`src/rtl/lcd_clkdiv_pkg.sv`:
```
`timescale 1ns/1ps
package lcd_clkdiv_pkg;
   localparam int MAX_DUTY = 4;

   typedef enum logic [1:0] {
      DUTY_2   = 2'd0,
      DUTY_3   = 2'd1,
      DUTY_4   = 2'd2,
      DUTY_4B  = 2'd3
   } duty_e;

   typedef struct packed {
      logic run;
      logic src_sys;
   } ctrl_t;

   function automatic int duty_len(input logic [1:0] sel);
      case (duty_e'(sel))
         DUTY_2:  return 2;
         DUTY_3:  return 3;
         default: return 4;
      endcase
   endfunction
endpackage

```
`src/rtl/lcd_tick_src.sv`:
```
`timescale 1ns/1ps
module lcd_tick_src #(
   parameter int SYNC_STAGES = 2
) (
   input  logic clk,
   input  logic rst_n,
   input  logic alt_tick,
   input  logic src_sys,
   input  logic run,
   output logic tick_en
);
   logic alt_s;
   logic alt_prev;

   generate
      if (SYNC_STAGES > 0) begin : g_sync
         logic [SYNC_STAGES-1:0] chain_q;
         always_ff @(posedge clk) begin
            if (!rst_n) chain_q <= '0;
            else        chain_q <= {chain_q[SYNC_STAGES-2:0], alt_tick};
         end
         assign alt_s = chain_q[SYNC_STAGES-1];
      end else begin : g_direct
         assign alt_s = alt_tick;
      end
   endgenerate

   always_ff @(posedge clk) begin
      if (!rst_n) alt_prev <= 1'b0;
      else        alt_prev <= alt_s;
   end

   assign tick_en = run & (src_sys | (alt_s & ~alt_prev));
endmodule

```
`src/rtl/lcd_reload_timer.sv`:
```
`timescale 1ns/1ps
module lcd_reload_timer #(
   parameter int CNT_W = 4
) (
   input  logic             clk,
   input  logic             rst_n,
   input  logic             run,
   input  logic             tick_en,
   input  logic [CNT_W-1:0] reload,
   output logic             lcd_stb
);
   logic [CNT_W-1:0] cnt_q;
   logic             half_q;

   always_ff @(posedge clk) begin
      if (!rst_n) begin
         cnt_q   <= '0;
         half_q  <= 1'b0;
         lcd_stb <= 1'b0;
      end else if (!run) begin
         cnt_q   <= reload;
         half_q  <= 1'b0;
         lcd_stb <= 1'b0;
      end else begin
         lcd_stb <= 1'b0;
         if (tick_en) begin
            if (cnt_q == '0) begin
               cnt_q   <= reload;
               half_q  <= ~half_q;
               lcd_stb <= ~half_q;
            end else begin
               cnt_q <= cnt_q - 1'b1;
            end
         end
      end
   end
endmodule

```
`src/rtl/lcd_frame_div.sv`:
```
`timescale 1ns/1ps
module lcd_frame_div
   import lcd_clkdiv_pkg::*;
(
   input  logic       clk,
   input  logic       rst_n,
   input  logic       run,
   input  logic       lcd_stb,
   input  logic [1:0] duty_sel,
   output logic       frame_stb
);
   localparam int FRM_W = $clog2(MAX_DUTY);

   logic [FRM_W-1:0] fcnt_q;
   logic [FRM_W-1:0] last_idx;

   assign last_idx = FRM_W'(duty_len(duty_sel) - 1);

   always_ff @(posedge clk) begin
      if (!rst_n || !run) begin
         fcnt_q    <= '0;
         frame_stb <= 1'b0;
      end else begin
         frame_stb <= 1'b0;
         if (lcd_stb) begin
            if (fcnt_q >= last_idx) begin
               fcnt_q    <= '0;
               frame_stb <= 1'b1;
            end else begin
               fcnt_q <= fcnt_q + 1'b1;
            end
         end
      end
   end
endmodule

```
`src/rtl/lcd_clkdiv.sv`:
```
`timescale 1ns/1ps
module lcd_clkdiv
   import lcd_clkdiv_pkg::*;
#(
   parameter int CNT_W       = 4,
   parameter int SYNC_STAGES = 2
) (
   input  logic             clk,
   input  logic             rst_n,
   input  logic             alt_tick,
   input  logic             wr_en,
   input  logic             wr_sel,
   input  logic [CNT_W-1:0] wr_data,
   input  logic [1:0]       duty_sel,
   output logic             lcd_stb,
   output logic             frame_stb
);
   generate
      if (CNT_W < 2) begin : g_bad_width
         $error("lcd_clkdiv: CNT_W must be at least 2");
      end
      if (SYNC_STAGES == 1) begin : g_bad_sync
         $error("lcd_clkdiv: SYNC_STAGES must be 0 or at least 2");
      end
   endgenerate

   logic [CNT_W-1:0] reload_q;
   ctrl_t            ctrl_q;
   logic             run_q;
   logic             tick_en;

   always_ff @(posedge clk) begin
      if (!rst_n) begin
         reload_q <= '0;
         ctrl_q   <= '0;
      end else if (wr_en) begin
         if (wr_sel) ctrl_q   <= '{run: wr_data[1], src_sys: wr_data[0]};
         else        reload_q <= wr_data;
      end
   end

   assign run_q = ctrl_q.run;

   lcd_tick_src #(.SYNC_STAGES(SYNC_STAGES)) u_src (
      .clk(clk), .rst_n(rst_n), .alt_tick(alt_tick),
      .src_sys(ctrl_q.src_sys), .run(run_q), .tick_en(tick_en)
   );

   lcd_reload_timer #(.CNT_W(CNT_W)) u_tmr (
      .clk(clk), .rst_n(rst_n), .run(run_q), .tick_en(tick_en),
      .reload(reload_q), .lcd_stb(lcd_stb)
   );

   lcd_frame_div u_frm (
      .clk(clk), .rst_n(rst_n), .run(run_q), .lcd_stb(lcd_stb),
      .duty_sel(duty_sel), .frame_stb(frame_stb)
   );
endmodule

```
`config.mk`:
```
export PLATFORM = sky130hd
export DESIGN_NAME = lcd_clkdiv
export DESIGN_NICKNAME = d
export VERILOG_FILES = /design/src/rtl/lcd_clkdiv_pkg.sv /design/src/rtl/lcd_tick_src.sv /design/src/rtl/lcd_reload_timer.sv /design/src/rtl/lcd_frame_div.sv /design/src/rtl/lcd_clkdiv.sv
export SDC_FILE = /design/constraint.sdc
export NUM_CORES = 1
export LEC_CHECK = 0
export CORE_UTILIZATION = 50
export CTS_CLUSTER_DIAMETER = 60
export DETAILED_ROUTE_END_ITERATION = 10
export GPL_TIMING_DRIVEN = 0
export HOLD_SLACK_MARGIN = 0.12
export PLACE_DENSITY = 0.85
export SKIP_LAST_GASP = 1
export SYNTH_ARGS = -nofsm -noshare
export SYNTH_HDL_FRONTEND = slang
export SYNTH_SLANG_ARGS = --single-unit
```
`constraint.sdc`:
```
create_clock -name clk -period 2.1 [get_ports clk]
set_clock_uncertainty 0.15 [all_clocks]
set_input_delay 0.315 -clock clk [delete_from_list [all_inputs] [get_ports clk]]
set_output_delay 0.315 -clock clk [all_outputs]
set_load 0.03 [all_outputs]
```
==> flow_summary_export.csv <==
group,metric,value,unit
setup_path,worst-path-buf-inv,1,
setup_path,critical_path_arrival,1360,ps
layout,filler_cell_count,125,
sta,finalHoldWorstSlack,289,ps
sta,layout_setup_ws,274,ps
detailed_routing,via_density,5.35,
sta,max_freq,548,MHz
floorplanning,io_pins,13,
sta,final.min_clock_period,1830,ps
layout,layout-drive-gt1-share,6.86,%
synthesis,async_flop_share,0,%
detailed_routing,via_count,631,
min_path,holdPathStages,1,
floorplanning,floorplan.initialDensity,53.4,%
detailed_routing,wl_per_cell,11.2,um
floorplanning,floorplan.rows,14,
setup_path,criticalPathCategory,"reg -> out",
grt,via_count_of_the_first_global_routing_pass,596,
clock_tree,cts_tree,"yes",
synthesis,seq_area_frac_synth,45.3,%
clock_tree,numClockSinks,18,
min_path,holdCritPathClass,"reg -> reg",
detailed_routing,tritonroute_pass_1_iters,3,
pwr,power_density,629,nW/um2
setup_path,reg2regPathDepth,5,
setup_path,cp_slowest_stage_delay,690,ps
setup_path,timing.critical_path.depth,1,
grt,grt-ovfl-total,0,
floorplanning,chipHeight,41.9,um
setup_path,cp.required,1630,ps
synthesis,synth.yosys.warnings,0,
sta,period_share,86.9,%
synthesis,postSynthRegisterBits,18,
sta,rsz0062_at_grt,"no",
clock_tree,clkSlewWorstSetupHoldPaths,90,ps
setup_path,critical_path.cell_chain,"clkdlybuf4s50_1",
pwr,power.static_leakage,0.344,nW
clock_tree,master_cell_of_the_clock_root_buffer,"clkbuf_4",
detailed_routing,drc_errors,0,
sta,finalSetupViolations,0,
clock_tree,post_cts.resized_instances,0,
setup_path,worst_path_max_delay_cell,"clkdlybuf4s50_1",
layout,layout.cells.non_filler,118,
layout,syn2layout_area_growth,20.4,%
clock_tree,cts_buffer_depth,2,
synthesis,synth_flop_cell,"dfxtp_1",
status,outcome,"finished clean",
grt,number_of_antenna_violations_at_the_first_check_in_global_routing,0,
setup_path,crit_path_max_fanout,4,
synthesis,syn-mean-instance-area,9.15,um2
placement,dp_worst_setup_slack,212,ps
setup_path,critPathTopFamily,"buffers and inverters",
placement,hpwlAfterDp,1040,um
detailed_routing,totalWireLength,1320,um
detailed_routing,drt_iter0_drc,12,
synthesis,mappedNetlistArea,796,um2
placement,buffers_on_ports,12,
sta,totalNegativeSetupSlack,0,ps
sta,maxSlewHeadroom,75.5,%
synthesis,synthesis.instances,87,
floorplanning,core_area,1490,um2
placement,gp_routability_congestion,0.779,
grt,pin_count_of_the_biggest_net_entering_global_routing,11,
grt,global_route_wire_length_before_repair,2390,um
clock_tree,cts_h_tree_lvls,1,
setup_path,kind_of_end_point_of_the_critical_path,"output pin",
placement,dp.cells,115,
sta,worst_pin_slew,365,ps
run,cap_violations,0,
pwr,vdd_drop_max,392,uV
clock_tree,clock_latency_on_the_worst_skew_pair,290,ps
layout,layout.nets,118,
floorplanning,floorplan.die.width,41.9,um
clock_tree,cts_setup_buffers,0,
synthesis,synth_edf_count,0,
sta,finalMaxSlewViolations,0,
synthesis,syn-num-nets,101,
setup_path,setup.worst_path.start_class,"register",
clock_tree,tritoncts.num_buffers,3,
grt,global_route.usage.total,18.2,%
clock_tree,cts.hold.buffers_added,0,
sta,hold_viol_final,0,
detailed_routing,route.antenna.remaining_nets,0,
layout,n_diodes,0,
floorplanning,design.die.area,1760,um2
synthesis,netlist-cell-type-count,30,
## layout by cell type, fill, tap and decap left out
cell type / n
nor2b_1: 3
or3_1: 1
xor2_1: 3
clkbuf_8: 1
dfxtp_1: 18
mux2i_1: 4
nand2b_1: 2
nand3_1: 2
o31ai_1: 1
o21bai_1: 2
clkbuf_4: 3
inv_1: 4
nand4_1: 1
nor3b_2: 1
a311o_1: 1
nor4b_1: 1
a21oi_2: 1
or3b_4: 1
and2_1: 3
clkdlybuf4s50_1: 12
ha_1: 3
a31oi_1: 1
o21ai_0: 3
clkinv_1: 1
nor2_1: 9
nand3b_1: 1
nand2_1: 8
a21oi_1: 5
a22oi_1: 1
nor3_1: 3
xnor2_1: 1
clkbuf_1: 1
## routing by layer
metal	vias up	wire length, um	GRT usage (%)
li1	329	-	-
met1	282	582	19.8
met2	15	660	31.6
met3	5	46	3.91
met4	0	35	11.6
met5	-	0	0
## synthesized netlist by cell type, drive strengths merged (2+ instances only)
library cell | instances | share of area, %
nor2b | 3 | 2.4
dfxtp | 18 | 45
nand2b | 2 | 1.6
mux2i | 4 | 5.0
nand2 | 8 | 3.8
a21oi | 6 | 4.2
clkbuf | 2 | 2.2
inv | 4 | 1.9
xor2 | 3 | 3.3
and2 | 3 | 2.4
nor3 | 3 | 1.9
nand3 | 2 | 1.3
o21bai | 2 | 1.9
o21ai | 3 | 1.9
ha | 3 | 4.7
nor2 | 9 | 4.2
## final timing paths
| path | start | endpoint | slack (ps) |
|---|---|---|---|
| worst min-delay path | u_src.g_sync.chain_q[0]$_SDFF_PN0_ | u_src.g_sync.chain_q[1]$_SDFF_PN0_ | 290 |
| worst max-delay path | u_tmr.lcd_stb$_SDFF_PN0_ | lcd_stb | 270 |
| worst max register to register | u_tmr.cnt_q[0]$_SDFFE_PN0P_ | u_tmr.cnt_q[1]$_SDFFE_PN0P_ | 390 |
| worst min register to register | u_src.g_sync.chain_q[0]$_SDFF_PN0_ | u_src.g_sync.chain_q[1]$_SDFF_PN0_ | 290 |
## report_power, final
group	internal [mW]	switching (mW)
combinational	0.0437	0.0339
clock	0.0668	0.0983
sequential	0.352	0.00796
## through the flow
step           util (%)  power (mW)  cell area (um2)
2_1_floorplan         -       0.413              796
3_3_place_gp       62.9       0.442              936
3_5_place_dp       62.9       0.445              936
4_1_cts            64.4       0.607              958
5_1_grt            64.4       0.632              958
6_report           64.4       0.603              958
## cell families after synthesis
kind of cell    after synthesis  share of synthesized area, %
mux                           4                          5.03
flops                        18                          45.3
buf+inv                       7                          4.56
xor+xnor                      4                          4.40
simple gates                 36                          24.1
compound gates               15                          11.9
fa+ha+maj                     3                          4.72
## state kept, by name, indices dropped and copies added, names as in the netlist
name / cells
u_tmr.half_q: 1
u_frm.frame_stb: 1
u_frm.fcnt_q: 2
ctrl_q: 1
u_src.alt_prev: 1
u_src.g_sync.chain_q: 2
u_tmr.lcd_stb: 1
run_q: 1
reload_q: 4
u_tmr.cnt_q: 4
## final cells by class
class,count,area (um2),area share (%)
repair buffers,12,120,12.5
inverters,5,18.8,1.96
well taps,16,20.0,2.09
multi-input cells,62,399,41.6
flip-flops and latches,18,360,37.6
plain buffers,2,17.5,1.83
clock buffers,3,22.5,2.35
Power figures use the tool's default switching activity.
